### src/rtl/sai_rx_pkg.sv
package sai_rx_pkg;
  localparam int SMP_W  = 24;
  localparam int MODE_W = 16;
  localparam int POS_W  = 6;
  localparam int CH_W   = 4;

  typedef struct packed {
    logic [POS_W-1:0] slot_last;
    logic [CH_W-1:0]  chan_last;
    logic [POS_W-1:0] msb_pos;
    logic [POS_W-1:0] word_len;
    logic             edge_inv;
  } rx_cfg_t;
endpackage

### src/rtl/sai_rx_cfg.sv
module sai_rx_cfg
  import sai_rx_pkg::*;
#(
  parameter int WIDE_SLOT = 32,
  parameter int PACK_SLOT = 16
) (
  input  logic [MODE_W-1:0] mode,
  output rx_cfg_t           cfg
);
  logic [1:0]       wl_code;
  logic [2:0]       align;
  logic [1:0]       layout;
  logic             packed_sel;
  logic             pol_swap;
  logic [POS_W-1:0] slen, wl_raw, dly, room;
  logic             mode_unused;

  assign wl_code     = mode[1:0];
  assign align       = mode[4:2];
  assign layout      = mode[6:5];
  assign packed_sel  = mode[7];
  assign pol_swap    = mode[8];
  assign mode_unused = ^mode[MODE_W-1:9];

  always_comb begin
    slen = packed_sel ? POS_W'(PACK_SLOT) : POS_W'(WIDE_SLOT);
    case (wl_code)
      2'b00:   wl_raw = POS_W'(24);
      2'b01:   wl_raw = POS_W'(20);
      2'b10:   wl_raw = POS_W'(16);
      default: wl_raw = POS_W'(18);
    endcase
    case (align)
      3'd0:    dly = POS_W'(1);
      3'd1:    dly = '0;
      3'd2:    dly = (slen > wl_raw) ? slen - wl_raw : '0;
      default: dly = POS_W'(align);
    endcase
    room = slen - dly;
    cfg.slot_last = slen - POS_W'(1);
    cfg.msb_pos   = dly;
    cfg.word_len  = (wl_raw > room) ? room : wl_raw;
    cfg.edge_inv  = (align == 3'd0) ^ pol_swap;
    if (packed_sel) cfg.chan_last = CH_W'(3);
    else begin
      case (layout)
        2'b00:   cfg.chan_last = CH_W'(1);
        2'b01:   cfg.chan_last = CH_W'(3);
        2'b10:   cfg.chan_last = CH_W'(7);
        default: cfg.chan_last = CH_W'(15);
      endcase
    end
  end
endmodule

### src/rtl/sai_rx_edge.sv
module sai_rx_edge (
  input  logic clk,
  input  logic rst_n,
  input  logic fs,
  input  logic inv,
  output logic start
);
  logic lvl, prev_q;

  assign lvl   = fs ^ inv;
  assign start = lvl & ~prev_q;

  always_ff @(posedge clk or negedge rst_n) begin
    if (!rst_n) prev_q <= 1'b1;
    else        prev_q <= lvl;
  end

  AST_START_NEEDS_LOW: assert property (@(posedge clk) disable iff (!rst_n)
    start |=> !start);
endmodule

### src/rtl/sai_rx_timer.sv
module sai_rx_timer
  import sai_rx_pkg::*;
(
  input  logic             clk,
  input  logic             rst_n,
  input  logic             start,
  input  logic [POS_W-1:0] slot_last,
  input  logic [CH_W-1:0]  chan_last,
  output logic             in_frame,
  output logic [POS_W-1:0] cur_pos,
  output logic [CH_W-1:0]  cur_slot,
  output logic             overrun
);
  logic [POS_W-1:0] pos_q;
  logic [CH_W-1:0]  slot_q;
  logic             act_q;

  assign in_frame = start | act_q;
  assign cur_pos  = start ? '0 : pos_q;
  assign cur_slot = start ? '0 : slot_q;
  assign overrun  = start & act_q;

  always_ff @(posedge clk or negedge rst_n) begin
    if (!rst_n) begin
      pos_q  <= '0;
      slot_q <= '0;
      act_q  <= 1'b0;
    end else if (in_frame) begin
      if (cur_pos == slot_last) begin
        pos_q <= '0;
        if (cur_slot == chan_last) begin
          slot_q <= '0;
          act_q  <= 1'b0;
        end else begin
          slot_q <= cur_slot + CH_W'(1);
          act_q  <= 1'b1;
        end
      end else begin
        pos_q  <= cur_pos + POS_W'(1);
        slot_q <= cur_slot;
        act_q  <= 1'b1;
      end
    end else begin
      act_q <= 1'b0;
    end
  end

  AST_RESTART_AT_ZERO: assert property (@(posedge clk) disable iff (!rst_n)
    start |=> (pos_q == POS_W'(1) && slot_q == '0 && act_q));
  AST_SLOT_IN_RANGE: assert property (@(posedge clk) disable iff (!rst_n)
    act_q |-> (slot_q <= chan_last));
endmodule

### src/rtl/sai_rx_capture.sv
module sai_rx_capture
  import sai_rx_pkg::*;
(
  input  logic             clk,
  input  logic             rst_n,
  input  logic             in_frame,
  input  logic [POS_W-1:0] cur_pos,
  input  logic [CH_W-1:0]  cur_slot,
  input  logic             sd,
  input  logic [POS_W-1:0] msb_pos,
  input  logic [POS_W-1:0] word_len,
  output logic             valid,
  output logic [SMP_W-1:0] data,
  output logic [CH_W-1:0]  chan
);
  logic [SMP_W-1:0] acc_q, acc_nx;
  logic [POS_W-1:0] k;
  logic             in_word, last_bit;

  assign k        = cur_pos - msb_pos;
  assign in_word  = in_frame && (cur_pos >= msb_pos) && (cur_pos < msb_pos + word_len);
  assign last_bit = in_word && (cur_pos == msb_pos + word_len - POS_W'(1));

  always_comb begin
    acc_nx = (in_frame && cur_pos == '0) ? '0 : acc_q;
    for (int i = 0; i < SMP_W; i++) begin
      if (in_word && (POS_W'(SMP_W - 1 - i) == k)) acc_nx[i] = sd;
    end
  end

  always_ff @(posedge clk or negedge rst_n) begin
    if (!rst_n) begin
      acc_q <= '0;
      valid <= 1'b0;
      data  <= '0;
      chan  <= '0;
    end else begin
      acc_q <= acc_nx;
      valid <= last_bit;
      if (last_bit) begin
        data <= acc_nx;
        chan <= cur_slot;
      end
    end
  end

  AST_ONE_CYCLE_STROBE: assert property (@(posedge clk) disable iff (!rst_n)
    valid |=> !valid);
  AST_LOW_BITS_ZERO: assert property (@(posedge clk) disable iff (!rst_n)
    valid |-> (SMP_W'(data << word_len) == '0));
endmodule

### src/rtl/sai_rx_top.sv
module sai_rx_top
  import sai_rx_pkg::*;
#(
  parameter int WIDE_SLOT = 32,
  parameter int PACK_SLOT = 16
) (
  input  logic              bclk,
  input  logic              rst_n,
  input  logic              frame_clk,
  input  logic              sdata,
  input  logic [MODE_W-1:0] mode,
  output logic              smp_valid,
  output logic [SMP_W-1:0]  smp_data,
  output logic [CH_W-1:0]   smp_chan,
  output logic              frame_err
);
  rx_cfg_t          cfg;
  logic             start, in_frame, overrun;
  logic [POS_W-1:0] cur_pos;
  logic [CH_W-1:0]  cur_slot;

  sai_rx_cfg #(.WIDE_SLOT(WIDE_SLOT), .PACK_SLOT(PACK_SLOT)) u_cfg (
    .mode(mode), .cfg(cfg));

  sai_rx_edge u_edge (
    .clk(bclk), .rst_n(rst_n), .fs(frame_clk), .inv(cfg.edge_inv), .start(start));

  sai_rx_timer u_timer (
    .clk(bclk), .rst_n(rst_n), .start(start),
    .slot_last(cfg.slot_last), .chan_last(cfg.chan_last),
    .in_frame(in_frame), .cur_pos(cur_pos), .cur_slot(cur_slot), .overrun(overrun));

  sai_rx_capture u_cap (
    .clk(bclk), .rst_n(rst_n), .in_frame(in_frame), .cur_pos(cur_pos),
    .cur_slot(cur_slot), .sd(sdata), .msb_pos(cfg.msb_pos), .word_len(cfg.word_len),
    .valid(smp_valid), .data(smp_data), .chan(smp_chan));

  always_ff @(posedge bclk or negedge rst_n) begin
    if (!rst_n)       frame_err <= 1'b0;
    else if (overrun) frame_err <= 1'b1;
  end

  AST_ERR_STICKY: assert property (@(posedge bclk) disable iff (!rst_n)
    frame_err |=> frame_err);
  AST_CHAN_RANGE: assert property (@(posedge bclk) disable iff (!rst_n)
    smp_valid |-> (smp_chan <= cfg.chan_last));
endmodule

### config.mk
export PLATFORM = sky130hd
export DESIGN_NAME = sai_rx_top
export DESIGN_NICKNAME = d
export VERILOG_FILES = /design/src/rtl/sai_rx_pkg.sv /design/src/rtl/sai_rx_cfg.sv /design/src/rtl/sai_rx_edge.sv /design/src/rtl/sai_rx_timer.sv /design/src/rtl/sai_rx_capture.sv /design/src/rtl/sai_rx_top.sv
export SDC_FILE = /design/constraint.sdc
export NUM_CORES = 1
export LEC_CHECK = 0
export BUFFER_PORTS_ARGS = -buffer_cell sky130_fd_sc_hd__buf_2
export CAP_MARGIN = 0
export CORE_AREA = 2 2 98 100
export CTS_BUF_LIST = sky130_fd_sc_hd__clkbuf_16
export CTS_CLUSTER_SIZE = 12
export DETAILED_ROUTE_END_ITERATION = 10
export DIE_AREA = 0 0 100 102
export PLACE_DENSITY = 0.73
export SYNTH_ARGS = -nofsm -noshare
export SYNTH_HDL_FRONTEND = slang
export SYNTH_SLANG_ARGS = --single-unit
### constraint.sdc
create_clock -name bclk -period 5.03 [get_ports bclk]
set_clock_uncertainty 0.05 [all_clocks]
set_input_delay 1.006 -clock bclk [delete_from_list [all_inputs] [get_ports bclk]]
set_output_delay 1.006 -clock bclk [all_outputs]
set_load 0.005 [all_outputs]
== Word level (Yosys, flattened, before mapping) ==
Cells that the tools add are included.

* Bitwise gates (word level): 6
* Order comparisons: 4
* Add/sub/neg operators: 8
* Reductions and logical operators: 33
* Muxes and demuxes: 40
* Equality and inequality tests: 32

{| class="wikitable"
|+ Operator list
! operator !! number
|-
| $eq A4 B6 Y1 const A || 8
|-
| $eq A5 B6 Y1 const A || 8
|-
| $mux W6 || 5
|-
| $logic_and A1 B1 Y1 || 28
|-
| $mux W1 || 27
|-
| $eq A3 B6 Y1 const A || 4
|-
| $mux W24 || 1
|-
| $pmux W4 S3 || 2
|-
| $pmux W6 S3 || 1
|-
| $mux W4 || 4
|-
| $eq A2 B6 Y1 const A || 2
|-
| $eq A6 B6 Y1 || 2
|-
| $logic_not A6 Y1 || 2
|-
| $sub A6 B1 Y6 const B || 2
|-
| $sub A6 B6 Y6 || 2
|-
| $add A6 B1 Y6 const B || 1
|-
| $add A6 B6 Y6 || 1
|-
| $eq A1 B6 Y1 const A || 1
|-
| $ge A6 B6 Y1 || 1
|-
| $gt A5 B6 Y1 || 1
|-
| $gt A6 B5 Y1 || 1
|-
| $lt A6 B6 Y1 || 1
|-
| $sub A6 B5 Y6 || 1
|-
| $add A4 B1 Y4 const B || 1
|-
| 11 further kinds || 16
|}

* Word-level logic and storage cells: 132
* Output and inout bits: 30
* Bits in registers: 66

== Depth between registers and ports, before layout ==
* Word-level depth: 13
* Mapped depth: 32
* Depth with buffers taken out: 31

== Modules after synthesis ==
Synthesis repeated with hierarchy kept, for this count alone.

* Cells, all modules: 470
* Area total of the unflattened synthesis: 4626.9 um2

{| class="wikitable"
|+ By module, submodules not included
! module !! cells each !! seq. area each (um2) !! area each (um2) !! instances
|-
| sai_rx_capture || 280 || 1326.3 || 3059.2 || 1
|-
| sai_rx_timer || 112 || 275.3 || 940.9 || 1
|-
| sai_rx_cfg || 73 || 0.0 || 551.8 || 1
|-
| sai_rx_edge || 3 || 26.3 || 43.8 || 1
|-
| sai_rx_top || 2 || 25.0 || 31.3 || 1
|}

== Worst setup path after synthesis ==
No wires, ideal clock.

* Kind: input port to flip-flop
* Start point: input port mode[7]
* End point: register u_cap.data[9]
* Buffers on the path: 1
* Slack: -2.339 ns
* Arrival time: 7.195 ns
* Stages on the path: 31
* Cell sequence: buf_2 -> inv_1 -> nor2_1 -> ha_1 -> nor4b_4 -> nand3_1 -> ha_1 -> nor2b_1 -> a311oi_1 -> o221ai_1 -> a311o_1 -> nor2_1 -> nor2_1 -> a21o_1 -> ha_1 -> a21o_1 -> a21oi_1 -> o31ai_2 -> a21oi_2 -> xnor2_2 -> ha_1 -> nand4bb_1 -> o211ai_1 -> a211oi_1 -> o211ai_1 -> or3_1 -> a2111oi_4 -> nor2_4 -> o311ai_1 -> o41ai_1 -> mux2_2

* Cells in the longest elaborated chain, start to end: 12

{| class="wikitable"
|+ RTL lines
! element !! RTL line !! source
|-
| from (decl) || sai_rx_top.sv:11 || <nowiki>input logic [MODE_W-1:0] mode,</nowiki>
|-
| $mux W6 (*) || sai_rx_cfg.sv:26 || <nowiki>slen = packed_sel ? POS_W'(PACK_SLOT) : POS_W'(WIDE_SLOT);</nowiki>
|-
| $sub A6 B5 Y6 / $gt A6 B5 Y1 (equally long branches) || sai_rx_cfg.sv:36 || <nowiki>3'd2: dly = (slen > wl_raw) ? slen - wl_raw : '0;</nowiki>
|-
| $mux W6 || sai_rx_cfg.sv:36 ||
|-
| $pmux W6 S3 || sai_rx_cfg.sv:33 || <nowiki>case (align)</nowiki>
|-
| $sub A6 B6 Y6 || sai_rx_cfg.sv:39 || <nowiki>room = slen - dly;</nowiki>
|-
| $gt A5 B6 Y1 || sai_rx_cfg.sv:42 || <nowiki>cfg.word_len = (wl_raw > room) ? room : wl_raw;</nowiki>
|-
| $mux W6 || sai_rx_cfg.sv:42 ||
|-
| $add A6 B6 Y6 || sai_rx_capture.sv:21 || <nowiki>assign in_word = in_frame && (cur_pos >= msb_pos) && (cur_pos < msb_pos + word_len);</nowiki>
|-
| $lt A6 B6 Y1 || sai_rx_capture.sv:21 ||
|-
| $logic_and A1 B1 Y1 || sai_rx_capture.sv:21 ||
|-
| $logic_and A1 B1 Y1 (*) || sai_rx_capture.sv:27 || <nowiki>if (in_word && (POS_W'(SMP_W - 1 - i) == k)) acc_nx[i] = sd;</nowiki>
|-
| $mux W1 (*) || sai_rx_capture.sv:27 ||
|-
| via u_cap.acc_nx[9] || sai_rx_capture.sv:16 || <nowiki>logic [SMP_W-1:0] acc_q, acc_nx;</nowiki>
|-
| to (signal assigned) || sai_rx_capture.sv:41 || <nowiki>data <= acc_nx;</nowiki>
|-
| to (decl) || sai_rx_capture.sv:13 || <nowiki>output logic [SMP_W-1:0] data,</nowiki>
|}

Mark *: on every way through the listed nets, which the timed path passes. The rest lies on a longest branch.
A chain may end at the register's enable or synchronous reset.

== Worst setup path after layout ==
Ends and elaborated chain as after synthesis.

==> flow_results.org <==
** Status
- Status :: complete, but fails checks
- The final reports fail on negative setup slack.

** Final layout
- Reg area :: approximately 0.0017 sq mm
- Most used cells in the layout excluding fill and tap cells :: 115 x buf_4, 65 x dfrtp_1, 52 x nand2_1
- Most common library cell in the layout ignoring fill and taps :: buf_4
- From synthesis to final layout, the design area changed by 47.3%.
- The filler cells instantiated in the layout total 609.
- The net count of the finished layout is around 670.
- At the end of the flow the core is filled with cells to 0.715.
- Antenna diodes :: 0
- Area used by multi-input combinational logic :: 0.00300 sq mm
- Proportion of layout cells with a drive suffix above 1 :: 0.442
- Non-filler cells, final :: 738

** Floorplanning
- Starting utilization of the core area :: 0.485
- Height of the die :: 102 um
- The die covers 0.0102 sq mm.
- Floorplan core area :: 0.00911 sq mm
- 50 I/O pins were placed.
- The die is ~100 um wide.
- In this run the core area contains 35 standard-cell rows.

** Setup path
- Depth of the critical timing path with buffers and inverters included :: 32
- The number of cells on the worst reg-to-reg path is 16.
- Of all nets on the critical path, the largest fanout is 6.
- The number of buffers and inverters on the critical path is 4.
- The critical path is of the in -> reg type.
- Register-to-register setup slack :: 420 ps
- In this design, the stage delay of the slowest critical-path cell is 400 ps.
- CP startpoint kind :: input port
- Data on the critical path is required at its endpoint by 5200 ps.
- Following the worst setup path forward leads to its endpoint at u_cap.data[9].
- The endpoint identified for the worst register-to-register timing path is u_cap.data[12].
- Broken down by cell family, the worst path's largest delay share belongs to compound AO/OA/AOI/OAI gates.
- Endpoint type of the worst setup path :: flop
- CP max-delay cell :: or3_4
- Reg-to-reg startpoint :: u_edge.prev_q
- Origin of the worst setup path :: mode[7]
- Data arrival time at the worst-slack endpoint :: 7160 ps

** Pwr
- The share of total power dissipated in the clock network is 0.255.
- Of the total power, the share spent switching nets is 0.391.
- Of the total power, registers draw 0.227.
- The internal portion of the total power is 1740 uW.
- Across the VDD grid, the largest voltage drop is 303 uV.
- In this run the static leakage power is 0.00336 uW.
- Dividing total power by cell area gives a power density of 438 mW/mm^2.
- Combinational cell fraction of total power :: 0.518
- Switch Pwr :: 1110 uW

** Global routing
- For this run, the total global-route usage over all layers was measured as 0.260.
- After global routing the overflow that remains totals 0.
- Initial antenna violation count :: 0
- Vias in the first global route :: 4344
- Largest net degree at the start of global routing :: between 40 and 50
- Wire length of the first global-routing pass :: 20.9 mm

** Synthesis
- Dominant synthesized flop cell :: dfrtp_1
- Counting every net in the synthesized netlist gives 501.
- Counting flops with an async set or reset pin after synthesis yields a share of 1.00.
- Number of synthesized flops with an enable pin :: 0
- Synthesized instance count :: roughly 460
- Count of state elements after synthesis :: between 60 and 70
- Synth Area per Inst :: 9.70 sq um
- Summed over all instances, the cell type with the most area after synthesis is dfrtp_1.
- The share of the Yosys chip area taken by registers is 0.374.
- Of the post-synthesis cell area, the dominant cell type holds 0.368.
- Number of synthesis warnings :: 0
- Distinct cell type count of the synthesized netlist :: 73
- Synthesized area :: approximately 0.0044 sq mm
- Sorting the synthesized cells by area gives the leading types as dfrtp_1 37%, ha_1 6.5%, mux2i_1 5.7%.

** Timing
- RSZ-0062 raised after global routing :: true
- The worst path in the final design needs a cycle of between 6000 and 7000 ps, including I/O delays and setup.
- Count of final max-slew check failures :: 0
- Across all setup checks in the final design, the least slack found is -1960 ps.
- Accumulated negative setup slack :: -89570 ps
- Setup violations remaining at the end of the flow were counted as 53.
- Maximum achievable frequency :: ~0.14 GHz
- Actual transition at the worst max-transition pin :: 1400 ps
- Post-route worst hold slack :: roughly 420 ps
- In the finished design, the share of the clock period the worst path needs comes to 1.39.
- Headroom to the max-slew limit came out at 0.0549.
- The final hold violation count came to 0.

** Place
- Routability-driven placement finished with a final weighted congestion of ~0.92.
- In this run the tool buffered the top-level ports with 42 buffer cells.
- After detailed placement, the design holds a cell count of 674.
- After legalization and detailed placement, the total HPWL measured 8.28 mm.

** Drt
- Post-DR vias/cell :: 5.96
- The final layout contains routed wiring with a total length of 14.0 mm.
- DRC violation count after routing :: 0
- Remaining antenna violation count :: 0
- For this run, the detailed router's first-pass iteration total came to 5.
- Avg WL per Cell :: 19.0 um
- Vias :: 4396
- For this block, the initial DRC count from the detailed router was ~290.

** Clock tree
- Clock-pin slew reported for the worst setup and hold paths after clock tree synthesis :: about 60 ps
- For this design, the CTS-stage hold fixing added 0 buffers.
- CTS buffer count :: 9
- The later pin in the worst-skew pair is clocked with a latency of ~340 ps.
- TritonCTS built the clock tree.
- Maximum level of the CTS H-tree :: 3
- # clock sinks :: 66
- Root buffer selected by CTS :: clkbuf_16
- Deepest clock path buffer count :: 2

** Min path
- Classification of the worst-slack hold path :: reg -> reg

** Job
- The tool flagged a number of max-cap violations equal to 0.
==> logic make-up (layout without fill, tap and decap cells) <==
logic type | after synthesis | after routing | synth area share
simple gates | 171 | 171 | 0.202
flops | 66 | 66 | 0.374
xor+xnor | 24 | 24 | 0.0572
compound gates | 75 | 75 | 0.126
fa+ha+maj | 26 | 26 | 0.0767
buf+inv | 42 | 213 | 0.0393
mux | 52 | 52 | 0.125
==> synthesized netlist by cell type (all sizes together), types with 6 or more instances <==
cell / count
dfrtp: 65
nand2: 61
inv: 29
nor2: 28
mux2: 27
mux2i: 25
ha: 23
nand3: 18
xnor2: 18
a21oi: 13
nor3: 13
o21ai: 12
nor2b: 8
clkbuf: 7
buf: 6
nand2b: 6
nand4: 6
nor4: 6
==> worst register-to-register path: stages (launching register included) <==
cell and delay, ps:
dfstp_2 520, inv_1 70, nand2_2 130, buf_4 200
nand2_2 100, inv_2 160, ha_1 220, a21boi_0 490
nor2_1 80, o311ai_0 1130, nor4_1 160, buf_4 240
nor2_4 230, buf_4 170, nor4_4 40, mux2i_2 200
mux2_4 310
==> stage by stage <==
stage	total power (uW)	setup slack, ps	instance area [sq um]
5_1_grt	2980	-2230	6510
4_1_cts	2640	-1720	6200
2_1_floorplan	1350	-1970	4520
6_report	2850	-1960	6510
3_3_place_gp	1750	-1960	5410
3_5_place_dp	1780	-2130	5410
==> worst min-delay path by stage <==
stage / from / endpoint / cells after the start
after floorplan: frame_err / frame_err / 1
after CTS: frame_err / frame_err / 1
after global placement: frame_err / frame_err / 1
after global routing: frame_err / frame_err / 1
after detailed placement: frame_err / frame_err / 1
final: frame_err / frame_err / 1
==> layer usage <==
metal  vias up  global-route usage  wire, um
li1       1977                   -         -
met1      2192               0.305      5580
met2       176               0.471      7280
met3        51              0.0438       687
met4         0               0.114       472
met5         -                   0         0
==> power by group through the flow <==
stage | logic, uW | clock network, uW | registers (uW)
final | 1480 | 727 | 648
after CTS | 1280 | 724 | 643
after global routing | 1570 | 753 | 654
after detailed placement | 1130 | 0 | 650
after floorplan | 700 | 0 | 645
after global placement | 1100 | 0 | 646
==> layout make-up <==
cell class,count,share of cell area
Timing Repair Buffer,168,0.193
Multi-Input combinational cell,348,0.461
Clock inverter,7,0.0181
Sequential cell,66,0.254
Tap cell,111,0.0213
Inverter,29,0.0179
Clock buffer,9,0.0346
==> state kept, by name (all words and copies together) (netlist names) <==
signal and count:
u_timer.slot_q 4, u_timer.pos_q 6, u_cap.data 24, frame_err 1, u_cap.valid 1, u_timer.act_q 1
u_cap.acc_q 24, u_edge.prev_q 1, u_cap.chan 4
==> repair_timing <==
action	in CTS	in global routing
buffers inserted	37	11
cloned	0	1
setup endpoints to repair	53	53
resized for setup	42	33
pin swaps	24	11
No activity file was read; power rests on OpenSTA's default activity.
